### config.mk
export PLATFORM = sky130hd
export DESIGN_NAME = blkreg_bank
export DESIGN_NICKNAME = d
export VERILOG_FILES = /design/src/rtl/blkreg_pkg.sv /design/src/rtl/blkreg_words.sv /design/src/rtl/blkreg_key.sv /design/src/rtl/blkreg_ctrl.sv /design/src/rtl/blkreg_bank.sv
export SDC_FILE = /design/constraint.sdc
export NUM_CORES = 1
export LEC_CHECK = 0
export ABC_AREA = 0
export BUFFER_PORTS_ARGS = -buffer_cell sky130_fd_sc_hd__buf_4
export CAP_MARGIN = 30
export CORE_UTILIZATION = 25
export DETAILED_ROUTE_END_ITERATION = 10
export GPL_TIMING_DRIVEN = 1
export PLACE_DENSITY = 0.51
export SYNTH_ARGS = -nofsm -noshare
export SYNTH_HDL_FRONTEND = slang
export SYNTH_SLANG_ARGS = --single-unit
### constraint.sdc
create_clock -name clk -period 3.14 [get_ports clk]
set_clock_uncertainty 0.1 [all_clocks]
set_input_delay 0.628 -clock clk [delete_from_list [all_inputs] [get_ports clk]]
set_output_delay 0.628 -clock clk [all_outputs]
set_load 0.02 [all_outputs]
### src/rtl/blkreg_pkg.sv
package blkreg_pkg;
  typedef enum logic [2:0] {
    GRP_CTRL = 3'd0,
    GRP_CFG  = 3'd1,
    GRP_KEY  = 3'd2,
    GRP_TXT  = 3'd3,
    GRP_TXX  = 3'd4,
    GRP_BUF  = 3'd5,
    GRP_TXB  = 3'd6,
    GRP_NONE = 3'd7
  } grp_e;

  typedef enum logic {ST_IDLE = 1'b0, ST_BUSY = 1'b1} st_e;

  localparam int GRP_W     = 3;
  localparam int CI_TRIG   = 0;
  localparam int CI_CLEAR  = 1;
  localparam int CI_ABORT  = 2;
  localparam int CI_STATUS = 3;

  localparam logic [1:0] OP_TEXT = 2'd1;
  localparam logic [1:0] OP_BUF  = 2'd2;

  localparam int AT_WR_TXT = 0;
  localparam int AT_RD_TXT = 1;
  localparam int AT_WR_TXX = 2;
  localparam int AT_WR_BUF = 3;
  localparam int AT_BITS   = 4;
endpackage

### src/rtl/blkreg_words.sv
module blkreg_words #(
  parameter int W  = 32,
  parameter int N  = 4,
  localparam int IW = $clog2(N)
) (
  input  logic           clk,
  input  logic           rst_n,
  input  logic           clr,
  input  logic           load_en,
  input  logic [N*W-1:0] load_val,
  input  logic           wr_en,
  input  logic [IW-1:0]  wr_idx,
  input  logic           wr_xor,
  input  logic [W-1:0]   wr_data,
  output logic [N*W-1:0] q
);
  for (genvar g = 0; g < N; g++) begin : g_word
    logic [W-1:0] r;
    always_ff @(posedge clk) begin
      if (!rst_n)                          r <= '0;
      else if (clr)                        r <= '0;
      else if (load_en)                    r <= load_val[g*W +: W];
      else if (wr_en && wr_idx == IW'(g))  r <= wr_xor ? (r ^ wr_data) : wr_data;
    end
    assign q[g*W +: W] = r;
  end
endmodule

### src/rtl/blkreg_key.sv
module blkreg_key #(
  parameter int W   = 32,
  parameter int N   = 4,
  parameter int IDW = 2,
  localparam int IW = $clog2(N)
) (
  input  logic           clk,
  input  logic           rst_n,
  input  logic           wr_en,
  input  logic [IW-1:0]  wr_idx,
  input  logic [W-1:0]   wr_data,
  input  logic [IDW-1:0] wr_id,
  output logic [N*W-1:0] key,
  output logic           valid,
  output logic [IDW-1:0] last_id
);
  logic [N-1:0] seen;
  logic [N-1:0] seen_nxt;

  assign seen_nxt = seen | (N'(1) << wr_idx);

  blkreg_words #(.W(W), .N(N)) u_store (
    .clk(clk), .rst_n(rst_n), .clr(1'b0), .load_en(1'b0), .load_val('0),
    .wr_en(wr_en), .wr_idx(wr_idx), .wr_xor(1'b0), .wr_data(wr_data), .q(key)
  );

  always_ff @(posedge clk) begin
    if (!rst_n) begin
      seen    <= '0;
      valid   <= 1'b0;
      last_id <= '0;
    end else if (wr_en) begin
      last_id <= wr_id;
      if (&seen_nxt) begin
        valid <= 1'b1;
        seen  <= '0;
      end else begin
        seen  <= seen_nxt;
      end
    end
  end
endmodule

### src/rtl/blkreg_ctrl.sv
module blkreg_ctrl
  import blkreg_pkg::*;
(
  input  logic clk,
  input  logic rst_n,
  input  logic launch_req,
  input  logic launch_buf,
  input  logic abort,
  input  logic done_in,
  output logic busy,
  output logic start,
  output logic src_buf,
  output logic finish
);
  st_e st;

  always_ff @(posedge clk) begin
    if (!rst_n) begin
      st      <= ST_IDLE;
      start   <= 1'b0;
      src_buf <= 1'b0;
    end else begin
      start <= 1'b0;
      if (abort) begin
        st <= ST_IDLE;
      end else if (st == ST_IDLE && launch_req) begin
        st      <= ST_BUSY;
        start   <= 1'b1;
        src_buf <= launch_buf;
      end else if (st == ST_BUSY && done_in) begin
        st <= ST_IDLE;
      end
    end
  end

  assign busy   = (st == ST_BUSY);
  assign finish = busy && done_in && !abort;
endmodule

### src/rtl/blkreg_bank.sv
module blkreg_bank
  import blkreg_pkg::*;
#(
  parameter int DATA_W = 32,
  parameter int WORDS  = 4,
  parameter int IDW    = 2,
  localparam int IW     = $clog2(WORDS),
  localparam int ADDR_W = GRP_W + IW,
  localparam int BLK_W  = DATA_W * WORDS
) (
  input  logic              clk,
  input  logic              rst_n,
  input  logic              bus_req,
  input  logic              bus_we,
  input  logic [ADDR_W-1:0] bus_addr,
  input  logic [DATA_W-1:0] bus_wdata,
  input  logic [IDW-1:0]    bus_initiator,
  output logic [DATA_W-1:0] bus_rdata,
  output logic              core_start,
  output logic [BLK_W-1:0]  core_key,
  output logic [BLK_W-1:0]  core_block,
  input  logic              core_done,
  input  logic [BLK_W-1:0]  core_result,
  output logic              busy
);
  localparam logic [IW-1:0] LAST = IW'(WORDS - 1);

  grp_e              grp;
  logic [IW-1:0]     idx;
  logic              wr, rd, idle, key_valid, src_buf, finish;
  logic [IDW-1:0]    key_id;
  logic [BLK_W-1:0]  txt_q, buf_q;
  logic [AT_BITS-1:0] at_cfg;
  logic              abort_w, clr_txt, clr_buf, manual, manual_buf, auto_hit, launch;
  logic              txt_we, buf_we;

  assign grp  = grp_e'(bus_addr[ADDR_W-1 -: GRP_W]);
  assign idx  = bus_addr[IW-1:0];
  assign wr   = bus_req && bus_we;
  assign rd   = bus_req && !bus_we;
  assign idle = !busy;

  assign abort_w    = wr && grp == GRP_CTRL && idx == IW'(CI_ABORT) && bus_wdata[0];
  assign clr_txt    = abort_w || (wr && idle && grp == GRP_CTRL && idx == IW'(CI_CLEAR) && bus_wdata[1]);
  assign clr_buf    = abort_w || (wr && idle && grp == GRP_CTRL && idx == IW'(CI_CLEAR) && bus_wdata[0]);
  assign manual     = wr && grp == GRP_CTRL && idx == IW'(CI_TRIG) &&
                      (bus_wdata[1:0] == OP_TEXT || bus_wdata[1:0] == OP_BUF);
  assign manual_buf = manual && bus_wdata[1:0] == OP_BUF;
  assign auto_hit   = idx == LAST && (
                        (wr && grp == GRP_TXT && at_cfg[AT_WR_TXT]) ||
                        (rd && grp == GRP_TXT && at_cfg[AT_RD_TXT]) ||
                        (wr && grp == GRP_TXX && at_cfg[AT_WR_TXX]) ||
                        (wr && grp == GRP_BUF && at_cfg[AT_WR_BUF]));
  assign launch     = (manual || auto_hit) && key_valid;
  assign txt_we     = wr && idle && (grp == GRP_TXT || grp == GRP_TXX);
  assign buf_we     = wr && idle && grp == GRP_BUF;

  always_ff @(posedge clk) begin
    if (!rst_n)                                     at_cfg <= '0;
    else if (abort_w)                               at_cfg <= '0;
    else if (wr && grp == GRP_CFG && idx == '0)     at_cfg <= bus_wdata[AT_BITS-1:0];
  end

  blkreg_ctrl u_ctrl (
    .clk(clk), .rst_n(rst_n), .launch_req(launch), .launch_buf(manual_buf),
    .abort(abort_w), .done_in(core_done), .busy(busy), .start(core_start),
    .src_buf(src_buf), .finish(finish)
  );

  blkreg_words #(.W(DATA_W), .N(WORDS)) u_txt (
    .clk(clk), .rst_n(rst_n), .clr(clr_txt), .load_en(finish), .load_val(core_result),
    .wr_en(txt_we), .wr_idx(idx), .wr_xor(grp == GRP_TXX), .wr_data(bus_wdata), .q(txt_q)
  );

  blkreg_words #(.W(DATA_W), .N(WORDS)) u_buf (
    .clk(clk), .rst_n(rst_n), .clr(clr_buf), .load_en(1'b0), .load_val('0),
    .wr_en(buf_we), .wr_idx(idx), .wr_xor(1'b0), .wr_data(bus_wdata), .q(buf_q)
  );

  blkreg_key #(.W(DATA_W), .N(WORDS), .IDW(IDW)) u_key (
    .clk(clk), .rst_n(rst_n), .wr_en(wr && grp == GRP_KEY), .wr_idx(idx),
    .wr_data(bus_wdata), .wr_id(bus_initiator), .key(core_key),
    .valid(key_valid), .last_id(key_id)
  );

  assign core_block = src_buf ? buf_q : txt_q;

  always_comb begin
    bus_rdata = '0;
    unique case (grp)
      GRP_CTRL: if (idx == IW'(CI_STATUS)) begin
        bus_rdata[0]       = busy;
        bus_rdata[1]       = key_valid;
        bus_rdata[2 +: IDW] = key_id;
      end
      GRP_CFG:  if (idx == '0) bus_rdata[AT_BITS-1:0] = at_cfg;
      GRP_TXT:  bus_rdata = txt_q[idx*DATA_W +: DATA_W];
      GRP_BUF:  bus_rdata = buf_q[idx*DATA_W +: DATA_W];
      GRP_TXB:  bus_rdata = txt_q[idx*DATA_W +: DATA_W] ^ buf_q[idx*DATA_W +: DATA_W];
      default:  bus_rdata = '0;
    endcase
  end
endmodule

==> metrics <==
outcome finished clean; Worst Path Required 2.41 ns; Critical Path Source Type primary input; Core Footprint 87000 um2; total negative slack 0 ns; Clock Tree Buf Depth 3; DIE WIDTH 299 um; hold buffers post-CTS 0; RSZ-0062 raised after global routing yes; Area Overhead vs Synth 32.3%; Cells after Synth 2678; top cell type by total area after synthesis dfxtp_1; DIE HEIGHT 299 um; CTS tree built; Via density 5.20; Critical Path AT 2.39 ns; Final ANT Viol Nets 0; Post-synth EDFFs 0; Syn Area/Cell 8.22 um2; DPL Wire Length 71700 um; leakage power 10.2 nW; DRT Pass-1 Iters 5; Core Rows 108; Synth cell types 55; Max-cap violations 0; Final setup viols 0; Slew Viols, Final 0; Net Count, Synth 2851; CP max FO 21; initial core utilization 25.3%; final hold viol count 0; GR Util All Layers 22.4%; final core utilization 33.5%; number of DRC markers in iteration 0 1725; Root Driver clkbuf_16; clk sinks 398; Mapped Area 22000 um2; most area-consuming cells after synthesis dfxtp_1, nand2_1, a21boi_0; Remaining Overflow, GRT 0; crit path kind in2out; Buffers on Ports 461; VDD IR max 0.367 mV; Yosys top cell area share 36.2%; ys async rst share 0%; Min Hold Slack 0.185 ns; Post-Route WL 104000 um; DIE AREA 89300 um2; PwrDens 436 nW/um2; Nets 3216; post-synthesis sequential area ratio 36.2%; global-route wire length before repair 150000 um; Main synth FF type dfxtp_1; class of the worst hold path in2reg; Seq cells post-synth 398; H-tree depth 2; share of cells above drive strength 1 29.1%; Yosys warning count 0; Routed WL per cell 24.6 um; initial antenna violation count 5; Worst Tran Pin Value 0.697 ns; Max-Slew Margin vs Limit 53.4%; critical path capture point type primary output; crit path time final 3.12 ns; clock-pin transition on the worst setup and hold timing paths 0.06 ns; Final GP Congestion 0.818; Clk Latency, worst-skew pair 0.62 ns; largest net degree at the start of global routing 88; number of top-level pins 462; number of global-route vias before repair 21.3k; vias 22.1k; Tcrit/Tclk final 99.4%; DRC 0; Max Clk Rate 0.321 GHz; Num CTS Buffers 52
registers in the layout, summed over array words and instances (netlist names):
signal / cells
u_ctrl.busy: 1
u_ctrl.start: 1
at_cfg: 4
u_key.seen: 4
u_txt.g_word.r: 128
u_key.u_store.g_word.r: 128
u_key.valid: 1
u_key.last_id: 2
u_buf.g_word.r: 128
u_ctrl.src_buf: 1
synth_stat cells (7+ instances only):
cell type / n
a31oi_1: 130
nor3_2: 7
a22o_1: 32
mux2_2: 130
nand3b_1: 7
buf_2: 87
a21oi_1: 134
nand2_1: 684
dfxtp_1: 398
o21ai_1: 35
nor3b_1: 129
buf_4: 9
clkbuf_1: 160
xnor2_1: 32
a21boi_0: 232
nor2_1: 11
nand3_1: 138
mux4_2: 64
a21boi_1: 23
o21ai_0: 128
buf_1: 8
report_power, final:
group | leakage, nW | switching [W] | total [W] | internal [W]
logic | 6.10 | 0.000647 | 0.00106 | 0.000412
clock network | 0.889 | 0.00260 | 0.00654 | 0.00394
registers | 3.21 | 0.0000280 | 0.00510 | 0.00508
total | 10.2 | 0.00328 | 0.0127 | 0.00943
kinds of logic (layout without fill, tap and decap cells):
logic type / Yosys count / count (layout) / share of synthesized area (%)
AO/OA/AOI/OAI: 750 / 750 / 22.0
XOR/XNOR: 36 / 36 / 1.43
adder cells (fa/ha/maj): 1 / 1 / 0.0568
buffers and inverters: 276 / 681 / 5.52
flip-flops: 398 / 398 / 36.2
multiplexers: 198 / 198 / 13.4
other: 0 / 5 / 0
AND/OR/NAND/NOR: 1019 / 1019 / 21.4
metrics by stage:
step	std cells	setup WS [ns]	power (W)	area (um2)
after global placement	4139	-0.364	0.00626	27200
final	4243	0.0202	0.0127	29100
after detailed placement	4139	-0.352	0.00627	27200
after global routing	4239	-0.00575	0.0131	29100
after floorplan	2678	0.00663	0.00570	22000
after CTS	4233	0.0401	0.0128	29100
critical path: stages:
cell,delay (ns)
buf_4,0.18
buf_12,0.21
buf_4,0.19
mux4_2,0.52
xnor2_1,0.13
o21ai_0,0.28
buf_4,0.21
layout by cell type (no fill, tap or decap), types with 23 or more instances in the layout:
cell	instances
nor3b_1	129
o21ai_1	36
clkbuf_16	54
o21ai_0	124
dfxtp_1	397
nand2_1	684
buf_4	539
buf_12	39
a31oi_1	129
a21oi_1	134
mux4_2	64
nand3_1	136
mux2_2	130
a22o_1	32
a21boi_1	23
a21boi_0	232
xnor2_1	32
path summary, 6_finish.rpt:
kind	from	to	slack [ns]	cells after the start
min	core_result[104]	u_txt.g_word[3].r[8]$_SDFFE_PP0P_	0.18	3
max reg2reg	u_ctrl.busy$_SDFFE_PP0P_	u_buf.g_word[2].r[20]$_SDFFE_PP0P_	0.70	5
min reg2reg	u_key.u_store.g_word[1].r[11]$_SDFFE_PN0P_	u_key.u_store.g_word[1].r[11]$_SDFFE_PN0P_	0.35	2
max	bus_addr[1]	bus_rdata[19]	0.02	7
area by class of cell:
class                   count  area [um2]
fillers                  9153       57900
multi-input cells        2004       13000
flip-flops and latches    398        7970
repair buffers            580        4860
clock buffers              67        1460
well taps                1155        1450
clock inverters            27         374
inverters                   7        26.3
diodes                      5        12.5
repair_timing:
| action | CTS | global route |
|---|---|---|
| setup endpoints to repair | 8 | 3 |
| resized for setup | 6 | 1 |
| cloned | 0 | 1 |
| setup buffers | 0 | 4 |
layer usage:
metal	part of all wire (%)	global-route usage [%]
met4	2.5	6.22
met3	6.7	4.28
met2	46	36.1
met1	45	30.5
met5	0.0067	0
(Power assumes the default switching activity.)
